[src/rtl/cfgslv_pkg.sv]
package cfgslv_pkg;

  localparam int PAIRS    = 12;
  localparam int SLOT_W   = 5;
  localparam int HI_BYTE  = 6;
  localparam int LO_BYTE  = 7;

  localparam logic [7:0] HI_RESET = 8'h8F;
  localparam logic [7:0] LO_RESET = 8'hFF;
  localparam logic [7:0] HI_WMASK = 8'h2F;

  typedef enum logic [2:0] {
    ST_IDLE,
    ST_RX,
    ST_RACK,
    ST_TX,
    ST_MACK
  } bus_st_e;

  function automatic logic [SLOT_W-1:0] slot_next(input logic [SLOT_W-1:0] s);
    return (&s) ? s : s + 1'b1;
  endfunction

  function automatic logic [7:0] hi_merge(input logic [7:0] d);
    return (d & HI_WMASK) | (HI_RESET & ~HI_WMASK);
  endfunction

endpackage

[src/rtl/cfg_bus_sync.sv]
module cfg_bus_sync #(
  parameter int SYNC_STAGES = 2
) (
  input  logic clk,
  input  logic rst_n,
  input  logic scl_i,
  input  logic sda_i,
  output logic scl_s,
  output logic sda_s,
  output logic scl_rise,
  output logic scl_fall,
  output logic start_evt,
  output logic stop_evt
);

  logic [SYNC_STAGES-1:0] scl_ff;
  logic [SYNC_STAGES-1:0] sda_ff;
  logic scl_p, sda_p;

  generate
    if (SYNC_STAGES == 1) begin : g_one
      always_ff @(posedge clk or negedge rst_n) begin
        if (!rst_n) begin
          scl_ff <= '1;
          sda_ff <= '1;
        end else begin
          scl_ff <= scl_i;
          sda_ff <= sda_i;
        end
      end
    end else begin : g_chain
      always_ff @(posedge clk or negedge rst_n) begin
        if (!rst_n) begin
          scl_ff <= '1;
          sda_ff <= '1;
        end else begin
          scl_ff <= {scl_ff[SYNC_STAGES-2:0], scl_i};
          sda_ff <= {sda_ff[SYNC_STAGES-2:0], sda_i};
        end
      end
    end
  endgenerate

  assign scl_s = scl_ff[SYNC_STAGES-1];
  assign sda_s = sda_ff[SYNC_STAGES-1];

  always_ff @(posedge clk or negedge rst_n) begin
    if (!rst_n) begin
      scl_p <= 1'b1;
      sda_p <= 1'b1;
    end else begin
      scl_p <= scl_s;
      sda_p <= sda_s;
    end
  end

  assign scl_rise  =  scl_s & ~scl_p;
  assign scl_fall  = ~scl_s &  scl_p;
  assign start_evt =  scl_s &  scl_p &  sda_p & ~sda_s;
  assign stop_evt  =  scl_s &  scl_p & ~sda_p &  sda_s;

  // bus events are mutually exclusive in any cycle
  p_evt_exclusive_r10: assert property (@(posedge clk) disable iff (!rst_n)
    $onehot0({scl_rise, scl_fall, start_evt, stop_evt}));

endmodule

[src/rtl/cfg_bit_engine.sv]
module cfg_bit_engine
  import cfgslv_pkg::*;
#(
  parameter logic [6:0] SLAVE_ADDR = 7'h69,
  parameter logic [7:0] BYTE_COUNT = 8'h09
) (
  input  logic              clk,
  input  logic              rst_n,
  input  logic              start_evt,
  input  logic              stop_evt,
  input  logic              scl_rise,
  input  logic              scl_fall,
  input  logic              sda_s,
  input  logic [7:0]        rd_data,
  output logic [SLOT_W-1:0] rd_idx,
  output logic              wr_en,
  output logic [SLOT_W-1:0] wr_idx,
  output logic [7:0]        wr_data,
  output logic              sda_oe
);

  bus_st_e           st;
  logic [3:0]        bit_cnt;
  logic [7:0]        sr;
  logic [SLOT_W-1:0] slot;
  logic              is_addr;
  logic              rw_q;
  logic              mack_q;

  logic       byte_done;
  logic       addr_hit;
  logic [7:0] tx_byte;

  assign byte_done = scl_fall && (bit_cnt == 4'd8);
  assign addr_hit  = (sr[7:1] == SLAVE_ADDR);
  assign rd_idx    = slot - 1'b1;
  assign tx_byte   = (slot == '0) ? BYTE_COUNT : rd_data;

  assign wr_en   = (st == ST_RX) && byte_done && !is_addr && !rw_q &&
                   (slot >= SLOT_W'(2));
  assign wr_idx  = slot - SLOT_W'(2);
  assign wr_data = sr;

  assign sda_oe = (st == ST_RACK) || ((st == ST_TX) && !sr[7]);

  always_ff @(posedge clk or negedge rst_n) begin
    if (!rst_n) begin
      st      <= ST_IDLE;
      bit_cnt <= '0;
      sr      <= '0;
      slot    <= '0;
      is_addr <= 1'b0;
      rw_q    <= 1'b0;
      mack_q  <= 1'b0;
    end else if (start_evt) begin
      st      <= ST_RX;
      bit_cnt <= '0;
      slot    <= '0;
      is_addr <= 1'b1;
      rw_q    <= 1'b0;
    end else if (stop_evt) begin
      st <= ST_IDLE;
    end else begin
      unique case (st)
        ST_RX: begin
          if (scl_rise && bit_cnt != 4'd8) begin
            sr      <= {sr[6:0], sda_s};
            bit_cnt <= bit_cnt + 1'b1;
          end else if (byte_done) begin
            if (is_addr) begin
              if (addr_hit) begin
                st   <= ST_RACK;
                rw_q <= sr[0];
              end else begin
                st <= ST_IDLE;
              end
            end else begin
              st   <= ST_RACK;
              slot <= slot_next(slot);
            end
          end
        end
        ST_RACK: begin
          if (scl_fall) begin
            is_addr <= 1'b0;
            bit_cnt <= '0;
            if (rw_q) begin
              st <= ST_TX;
              sr <= tx_byte;
            end else begin
              st <= ST_RX;
            end
          end
        end
        ST_TX: begin
          if (scl_rise && bit_cnt != 4'd8) begin
            bit_cnt <= bit_cnt + 1'b1;
          end else if (byte_done) begin
            st   <= ST_MACK;
            slot <= slot_next(slot);
          end else if (scl_fall) begin
            sr <= {sr[6:0], 1'b0};
          end
        end
        ST_MACK: begin
          if (scl_rise) begin
            mack_q <= ~sda_s;
          end else if (scl_fall) begin
            if (mack_q) begin
              st      <= ST_TX;
              sr      <= tx_byte;
              bit_cnt <= '0;
            end else begin
              st <= ST_IDLE;
            end
          end
        end
        default: st <= ST_IDLE;
      endcase
    end
  end

  // a slave acknowledge is only ever entered from a received byte
  p_ack_after_rx_r5: assert property (@(posedge clk) disable iff (!rst_n)
    (st == ST_RACK && $past(st) != ST_RACK) |-> $past(st) == ST_RX);

  // STOP leaves SDA released
  p_stop_release_r10: assert property (@(posedge clk) disable iff (!rst_n)
    stop_evt |=> !sda_oe);

  // data is transmitted only in a read transfer
  p_tx_only_read_r3: assert property (@(posedge clk) disable iff (!rst_n)
    (st == ST_TX) |-> rw_q);

  // START always reopens the address phase
  p_start_restart_r11: assert property (@(posedge clk) disable iff (!rst_n)
    start_evt |=> (st == ST_RX && bit_cnt == 4'd0 && is_addr));

  // the bit counter never passes one byte
  p_bitcnt_bound_r2: assert property (@(posedge clk) disable iff (!rst_n)
    bit_cnt <= 4'd8);

endmodule

[src/rtl/cfg_reg_bank.sv]
module cfg_reg_bank
  import cfgslv_pkg::*;
(
  input  logic              clk,
  input  logic              rst_n,
  input  logic              wr_en,
  input  logic [SLOT_W-1:0] wr_idx,
  input  logic [7:0]        wr_data,
  input  logic [SLOT_W-1:0] rd_idx,
  output logic [7:0]        rd_data,
  output logic [PAIRS-1:0]  en_raw,
  output logic              boost_raw
);

  logic [7:0] hi_q;
  logic [7:0] lo_q;

  always_ff @(posedge clk or negedge rst_n) begin
    if (!rst_n) begin
      hi_q <= HI_RESET;
      lo_q <= LO_RESET;
    end else if (wr_en) begin
      if (wr_idx == SLOT_W'(HI_BYTE)) hi_q <= hi_merge(wr_data);
      if (wr_idx == SLOT_W'(LO_BYTE)) lo_q <= wr_data;
    end
  end

  always_comb begin
    if (rd_idx == SLOT_W'(HI_BYTE))      rd_data = hi_q;
    else if (rd_idx == SLOT_W'(LO_BYTE)) rd_data = lo_q;
    else                                  rd_data = 8'h00;
  end

  assign en_raw    = {hi_q[3:0], lo_q};
  assign boost_raw = hi_q[5];

  // writes elsewhere leave both live bytes unchanged
  p_ignore_other_r8: assert property (@(posedge clk) disable iff (!rst_n)
    (wr_en && wr_idx != SLOT_W'(HI_BYTE) && wr_idx != SLOT_W'(LO_BYTE))
      |=> ($stable(hi_q) && $stable(lo_q)));

  // reserved bits of byte 6 keep their fixed values
  p_reserved_fixed_r7: assert property (@(posedge clk) disable iff (!rst_n)
    (hi_q[7] && !hi_q[6] && !hi_q[4]));

endmodule

[src/rtl/clkbuf_cfg_slave.sv]
module clkbuf_cfg_slave
  import cfgslv_pkg::*;
#(
  parameter logic [6:0] SLAVE_ADDR  = 7'h69,
  parameter logic [7:0] BYTE_COUNT  = 8'h09,
  parameter int         SYNC_STAGES = 2
) (
  input  logic              clk,
  input  logic              rst_n,
  input  logic              scl_i,
  input  logic              sda_i,
  output logic              sda_oe,
  input  logic              pwrdn_n,
  output logic [PAIRS-1:0]  pair_en,
  output logic              drive_boost
);

  logic scl_s, sda_s, scl_rise, scl_fall, start_evt, stop_evt;
  logic [SLOT_W-1:0] rd_idx, wr_idx;
  logic [7:0] rd_data, wr_data;
  logic wr_en;
  logic [PAIRS-1:0] en_raw;
  logic boost_raw;

  cfg_bus_sync #(.SYNC_STAGES(SYNC_STAGES)) u_sync (
    .clk(clk), .rst_n(rst_n), .scl_i(scl_i), .sda_i(sda_i),
    .scl_s(scl_s), .sda_s(sda_s), .scl_rise(scl_rise), .scl_fall(scl_fall),
    .start_evt(start_evt), .stop_evt(stop_evt)
  );

  cfg_bit_engine #(.SLAVE_ADDR(SLAVE_ADDR), .BYTE_COUNT(BYTE_COUNT)) u_eng (
    .clk(clk), .rst_n(rst_n), .start_evt(start_evt), .stop_evt(stop_evt),
    .scl_rise(scl_rise), .scl_fall(scl_fall), .sda_s(sda_s),
    .rd_data(rd_data), .rd_idx(rd_idx), .wr_en(wr_en), .wr_idx(wr_idx),
    .wr_data(wr_data), .sda_oe(sda_oe)
  );

  cfg_reg_bank u_regs (
    .clk(clk), .rst_n(rst_n), .wr_en(wr_en), .wr_idx(wr_idx),
    .wr_data(wr_data), .rd_idx(rd_idx), .rd_data(rd_data),
    .en_raw(en_raw), .boost_raw(boost_raw)
  );

  generate
    for (genvar g = 0; g < PAIRS; g++) begin : g_gate
      assign pair_en[g] = en_raw[g] & pwrdn_n;
    end
  endgenerate
  assign drive_boost = boost_raw & pwrdn_n;

  // power-down holds every output inactive
  p_pd_off_r9: assert property (@(posedge clk) disable iff (!rst_n)
    !pwrdn_n |-> (pair_en == '0 && !drive_boost));

  // leaving power-down restores the stored enables
  p_pd_restore_r9: assert property (@(posedge clk) disable iff (!rst_n)
    pwrdn_n |-> (pair_en == en_raw));

endmodule

[config.mk]
export PLATFORM = sky130hd
export DESIGN_NAME = clkbuf_cfg_slave
export DESIGN_NICKNAME = d
export VERILOG_FILES = /design/src/rtl/cfgslv_pkg.sv /design/src/rtl/cfg_bus_sync.sv /design/src/rtl/cfg_bit_engine.sv /design/src/rtl/cfg_reg_bank.sv /design/src/rtl/clkbuf_cfg_slave.sv
export SDC_FILE = /design/constraint.sdc
export NUM_CORES = 1
export LEC_CHECK = 0
export BUFFER_PORTS_ARGS = -buffer_cell sky130_fd_sc_hd__buf_4
export CORE_MARGIN = 3
export CORE_UTILIZATION = 30
export DETAILED_ROUTE_END_ITERATION = 10
export PLACE_DENSITY = 0.49
export SKIP_LAST_GASP = 1
export SYNTH_ARGS = -nofsm -noshare
export SYNTH_HDL_FRONTEND = slang
export SYNTH_HIERARCHICAL = 1
export SYNTH_SLANG_ARGS = --single-unit
[constraint.sdc]
create_clock -name clk -period 2.6 [get_ports clk]
set_input_delay 0.13 -clock clk [delete_from_list [all_inputs] [get_ports clk]]
set_output_delay 0.13 -clock clk [all_outputs]
set_load 0.01 [all_outputs]
[Word level (Yosys, flattened, before mapping)]
Index checks and enable logic that the tools add are counted.
Operators by class
  eq/ne operators: 39
  $add $sub $neg: 4
  bitwise logic cells: 26
  muxes and demuxes: 55
  order comparisons: 1
  reductions and logical operators: 32
Operators with widths (number)
  $mux W8: 12
  $mux W5: 8
  $pmux W8 S4: 1
  $mux W4: 7
  $mux W3: 9
  $reduce_and A7 Y1: 3
  $and A1 B1 Y1: 20
  $eq A5 B3 Y1 const B: 4
  $ne A4 B3 Y1 const B: 4
  $ne A4 B4 Y1 const B: 4
  $ne A3 B2 Y1 const B: 5
  $ne A2 B2 Y1 const B: 6
  $ne A3 B3 Y1 const B: 4
  $pmux W3 S4: 1
  $pmux W4 S3: 1
  $reduce_and A12 Y1: 1
  $reduce_bool A2 Y1: 6
  $mux W1: 11
  $ne A2 B1 Y1 const B: 5
  $pmux W5 S2: 1
  $mux W2: 4
  $reduce_bool A4 Y1: 2
  $eq A7 B7 Y1 const B: 1
  $logic_and A1 B1 Y1: 7
  other kinds (21): 30
Storage, ports and cells
  input port bits: 5
  output and inout bits: 14
  bits in registers: 42
  logic and storage cells: 170

[Depth between registers and ports, before layout]
  word-level depth: 9
  depth in mapped cells: 13
  depth with buffers taken out: 12

[By module]
The synthesis kept the hierarchy.
By module, submodules not included
  cfg_bit_engine: times used 1, sequential area each 575.6 um2, area an instance 1680.4 um2, cells an instance 191
  cfg_reg_bank: times used 1, sequential area each 340.3 um2, area an instance 648.1 um2, cells an instance 43
  cfg_bus_sync: times used 1, sequential area each 157.7 um2, area an instance 190.2 um2, cells an instance 10
  clkbuf_cfg_slave: times used 1, sequential area each 0.0 um2, area an instance 103.8 um2, cells an instance 14

[Worst setup path after synthesis]
OpenSTA, ideal clock, no wires.
  kind: reg-to-reg
  start point: register u_eng.slot[1]
  end point: register u_eng.sr[0] (netlist: u_eng/wr_data[0])
  required time: 2.534 ns
  setup slack: 0.289 ns
  library setup time: 0.066 ns
  period minus slack after synthesis: 2.311 ns
  arrival: 2.246 ns
  cell stages (with the launch flop): 13
  buffers on the path: 1
  path through: dfrtp_1 > inv_1 > ha_1 > nand2_1 > xnor2_1 > nor3b_1 > and3_1 > clkbuf_1 > a22o_1 > nor2_1 > o311ai_0 > o21a_1 > mux2_1
Between the ends
  word-level cells in the longest chain between the ends: 9
  elaborated cells between the ends (all ways): 13
  those cells by class: add/sub: 1; eq/ne: 2; mux: 9; reduce/logical: 1
RTL lines
  start: declaration: line cfg_bit_engine.sv:25  | logic [SLOT_W-1:0] slot;
  start signal: assignment: line cfg_bit_engine.sv:79  | slot <= slot_next(slot);
  start signal: assignment: line cfg_bit_engine.sv:100  | slot <= slot_next(slot);
  $sub A5 B1 Y5 (*): line cfg_bit_engine.sv:36  | assign rd_idx = slot - 1'b1;
  via rd_idx[3]: line clkbuf_cfg_slave.sv:19  | logic [SLOT_W-1:0] rd_idx, wr_idx;
  $eq A5 B3 Y1: line cfg_reg_bank.sv:30  | else if (rd_idx == SLOT_W'(LO_BYTE)) rd_data = lo_q;
  $mux W8: line cfg_reg_bank.sv:30
  $mux W8 (*): line cfg_reg_bank.sv:29  | if (rd_idx == SLOT_W'(HI_BYTE)) rd_data = hi_q;
  via rd_data[0]: line clkbuf_cfg_slave.sv:20  | logic [7:0] rd_data, wr_data;
  $mux W8 (*): line cfg_bit_engine.sv:37  | assign tx_byte = (slot == '0) ? BYTE_COUNT : rd_data;
  $mux W8: line cfg_bit_engine.sv:109  | if (mack_q) begin
  $mux W8: line cfg_bit_engine.sv:108  | end else if (scl_fall) begin
  $mux W8: line cfg_bit_engine.sv:106  | if (scl_rise) begin
  $pmux W8 S4 (*): line cfg_bit_engine.sv:64  | unique case (st)
  end signal: assignment: line cfg_bit_engine.sv:67  | sr <= {sr[6:0], sda_s};
  end signal: assignment: line cfg_bit_engine.sv:102  | sr <= {sr[6:0], 1'b0};
  end signal: assignment: line cfg_bit_engine.sv:111  | sr <= tx_byte;
  end: declaration: line cfg_bit_engine.sv:24  | logic [7:0] sr;
Mark *: on every way through the listed nets, which the timed path passes. The rest lies on a longest branch. The select of a mux whose other input is x is not followed.
A chain may end at the register's enable or synchronous reset.

[Worst setup path in the final report]
Ends and elaborated chain as after synthesis.

==> run summary <==
Worst R2R Path Depth -> 11
Core ar. -> 0.00834 mm^2
Status -> complete, no violations
Worst Hold Endpoint -> u_sync/scl_ff[1]
Initial DRC Count -> 68
Fmax -> 413 MHz
Number of flops mapped to enable cells by yosys -> 0
Maximum root-to-sink buffer count -> 2
Post-synthesis sequential area ratio -> 40.9%
Switching Share -> 37.1%
Seq pwr share -> 44.7%
Post-Syn Area -> 0.00262 mm^2
Critical Path RT -> 2.77 ns
Layout cell share with drive strength beyond 1 -> 34.7%
Total grt overflow -> 0
Total CTS buffers -> 5
Final Max Slew Viols -> 0
Global-route usage over all layers -> 12.0%
DP Area -> 0.00290 mm^2
Placed cell count -> 378
Filler cells -> 851
Multi-input logic area -> 0.00144 mm^2
Final Hold Viols -> 0
Rel. slew slack -> 62.3%
Peak VDD IR -> 256 uV
Setup slack, reg-to-reg -> 0.18 ns
Synth warn -> 6
Worst-path clk slew -> 0.09 ns
Post-Syn Area per Cell -> 10.2 um^2
Hold path cells -> 0
Critical path peak fanout -> 6
Port Buffers -> 18
Die Y -> 99.5 um
Post-synth top area share -> 22.9%
Fin Setup TNS -> 0 ns
Worst setup path category -> reg2reg
Max cap viols -> 0
Synth cell types -> 58
CTS tree -> yes
CTS H-tree lvls -> 2
GP Congestion -> 0.800
# rows -> 33
Post-synthesis async set-or-reset flop share -> 100%
Syn_nets -> 273
Worst skew pair latency -> 0.29 ns
Top_reg_cell synth -> dfrtp_1
Post-layout minimum cycle time -> 2.42 ns
Diodes inserted -> 0
# IOs -> 19
Period utilisation layout -> 93.2%
Synth-to-Final Area Change -> 15.8%
CP Launch Type -> flop
Fin util -> 36.4%
Clock sink total -> 42
Final setup viols -> 0
Detail Route Antenna Nets -> 0
Comb power frac -> 35.7%
Gate Count Post-Synth -> 258
Reg-to-reg startpoint -> u_eng/slot[1]
Min-delay worst type -> reg2reg
Reg-to-reg endpoint -> u_eng/wr_data[0]
First-pass GRT wire length -> 9650 um
Nets@finish -> 299
Clock Power Share -> 19.6%
Leak Pwr -> 1.33 nW
Dpl hpwl -> 4170 um
Pwr dens -> 704 mW/mm^2
Via density -> 4.99
DR WL/cell -> 15.2 um
Synth area leaders -> dfrtp_1 23%, dfstp_2 18%, mux2_2 5.6%
Psw -> 0.793 mW
Synthesis-stage register bit count -> 42
Register area -> 0.00107 mm^2
Initial Utilization -> 31.4%
DIE AREA -> 0.00990 mm^2
Worst hold slack -> 0.358 ns
Largest net degree at the start of global routing -> 43
Post-route design area -> 0.00304 mm^2
Clk_skew -> 0.00419 ns
WL final -> 5920 um
DRC errors left -> 0
Worst Tran Pin Value -> 0.558 ns
Vias in the first global route -> 1864
Nature of the critical path endpoint -> flop
Pre-antenna DRT Iters -> 4
RSZ-0062 raised after global routing -> false
Worst hold path startpoint -> u_sync/scl_ff[0]
Initial antenna violation count -> 0
Die width -> 99.5 um
Clk root buf -> clkbuf_8
Pint -> 1.34 mW
Critical Path AT -> 2.60 ns
Largest area contributor in the synthesized netlist -> dfrtp_1
Finished Layout Cells -> 390
Via count of the routed design -> 1948
state kept, by name, indices dropped and copies added (netlist names):
signal,count
u_sync/sda_ff,2
u_eng/wr_data,8
u_regs/hi_q,5
u_regs/lo_q,8
u_eng/rw_q,1
u_eng/slot,5
u_eng/mack_q,1
u_sync/scl_ff,2
u_eng/st,3
u_eng/bit_cnt,4
u_eng/is_addr,1
u_sync/scl_p,1
u_sync/sda_p,1
layout make-up:
cell class	count	share of cell area (%)
flip-flops and latches	42	35.4
multi-input cells	190	47.4
clock buffers	6	2.39
inverters	13	1.61
clock inverters	2	0.330
well taps	105	4.33
repair buffers	32	8.57
logic make-up (layout without fill, tap and decap cells):
kind of cell | Yosys count | after routing | share of synthesized area (%)
AO/OA/AOI/OAI | 45 | 45 | 12.0
XOR/XNOR | 10 | 10 | 3.34
adder cells (fa/ha/maj) | 10 | 10 | 4.77
buffers and inverters | 26 | 53 | 4.87
flip-flops | 42 | 42 | 40.9
multiplexers | 25 | 25 | 11.7
AND/OR/NAND/NOR | 100 | 100 | 22.4
worst max path at each step:
stage / from / endpoint / slack (ns)
4_1_cts: u_eng/slot[1] / u_eng/wr_data[0] / 0.03
3_3_place_gp: u_eng/slot[1] / u_eng/wr_data[0] / 0.1
2_1_floorplan: u_eng/slot[1] / u_eng/wr_data[0] / 0.29
6_report: u_eng/slot[1] / u_eng/wr_data[0] / 0.18
3_5_place_dp: u_eng/slot[1] / u_eng/wr_data[0] / 0.04
5_1_grt: u_eng/slot[1] / u_eng/wr_data[0] / 0.003
worst max-delay path, stage by stage, from the launching register on:
cell	delay, ns
dfrtp_2	0.45
inv_2	0.12
ha_1	0.21
nand2_1	0.10
xnor2_2	0.16
nor3b_2	0.07
and3_2	0.26
a22o_1	0.25
nor2_2	0.15
o311ai_0	0.12
o21a_1	0.14
mux2_1	0.28
Yosys cell counts, drive strengths merged (4+ instances only):
cell type,n
o21ai,14
nor2,15
a22o,5
ha,10
inv,13
buf,8
dfrtp,24
a21oi,11
dfstp,18
mux2,22
nand2,26
xnor2,6
clkbuf,5
nand2b,4
nor3,6
xor2,4
and2,16
power by group through the flow:
stage | Sequential [mW] | Combinational (mW) | Clock, mW
6_report | 0.955 | 0.762 | 0.419
4_1_cts | 0.954 | 0.767 | 0.442
2_1_floorplan | 0.876 | 0.628 | 0
3_3_place_gp | 0.969 | 0.760 | 0
3_5_place_dp | 0.965 | 0.760 | 0
5_1_grt | 0.982 | 0.861 | 0.462
layout by cell type (no fill, tap or decap), types with 3 or more instances in the layout:
master	n
clkbuf_8	5
mux2_2	13
nor2b_1	3
mux2_4	8
xor2_1	4
a22o_1	5
mux2i_1	3
buf_4	28
dlygate4sd3_1	3
dfrtp_1	23
o21ai_0	14
nor3_1	5
and2_2	9
nor2_1	14
nand2b_1	4
and2_1	7
dfstp_2	18
a21oi_1	10
nand2_1	25
xnor2_1	5
inv_1	12
ha_1	10
through the flow:
| step | setup WS (ns) | total power, mW |
|---|---|---|
| floorplan | 0.289 | 1.50 |
| global placement | 0.0993 | 1.73 |
| detailed placement | 0.0397 | 1.73 |
| CTS | 0.0261 | 2.16 |
| global route | 0.00315 | 2.31 |
| finish | 0.176 | 2.14 |
routing by layer:
| layer | global-route usage, % | routed length, um |
|---|---|---|
| met4 | 3.15 | 75 |
| met5 | 0 | 0 |
| met2 | 18.6 | 2730 |
| met1 | 17.3 | 2910 |
| met3 | 1.89 | 204 |
repair_timing:
item | 4_1_cts | 5_1_grt
setup buffers | 0 | 1
endpoints found under the hold margin | 26 | 0
hold buffers | 3 | 0
gates resized for setup | 0 | 7
setup endpoints to repair | 0 | 1
Power figures use the tool's default switching activity.
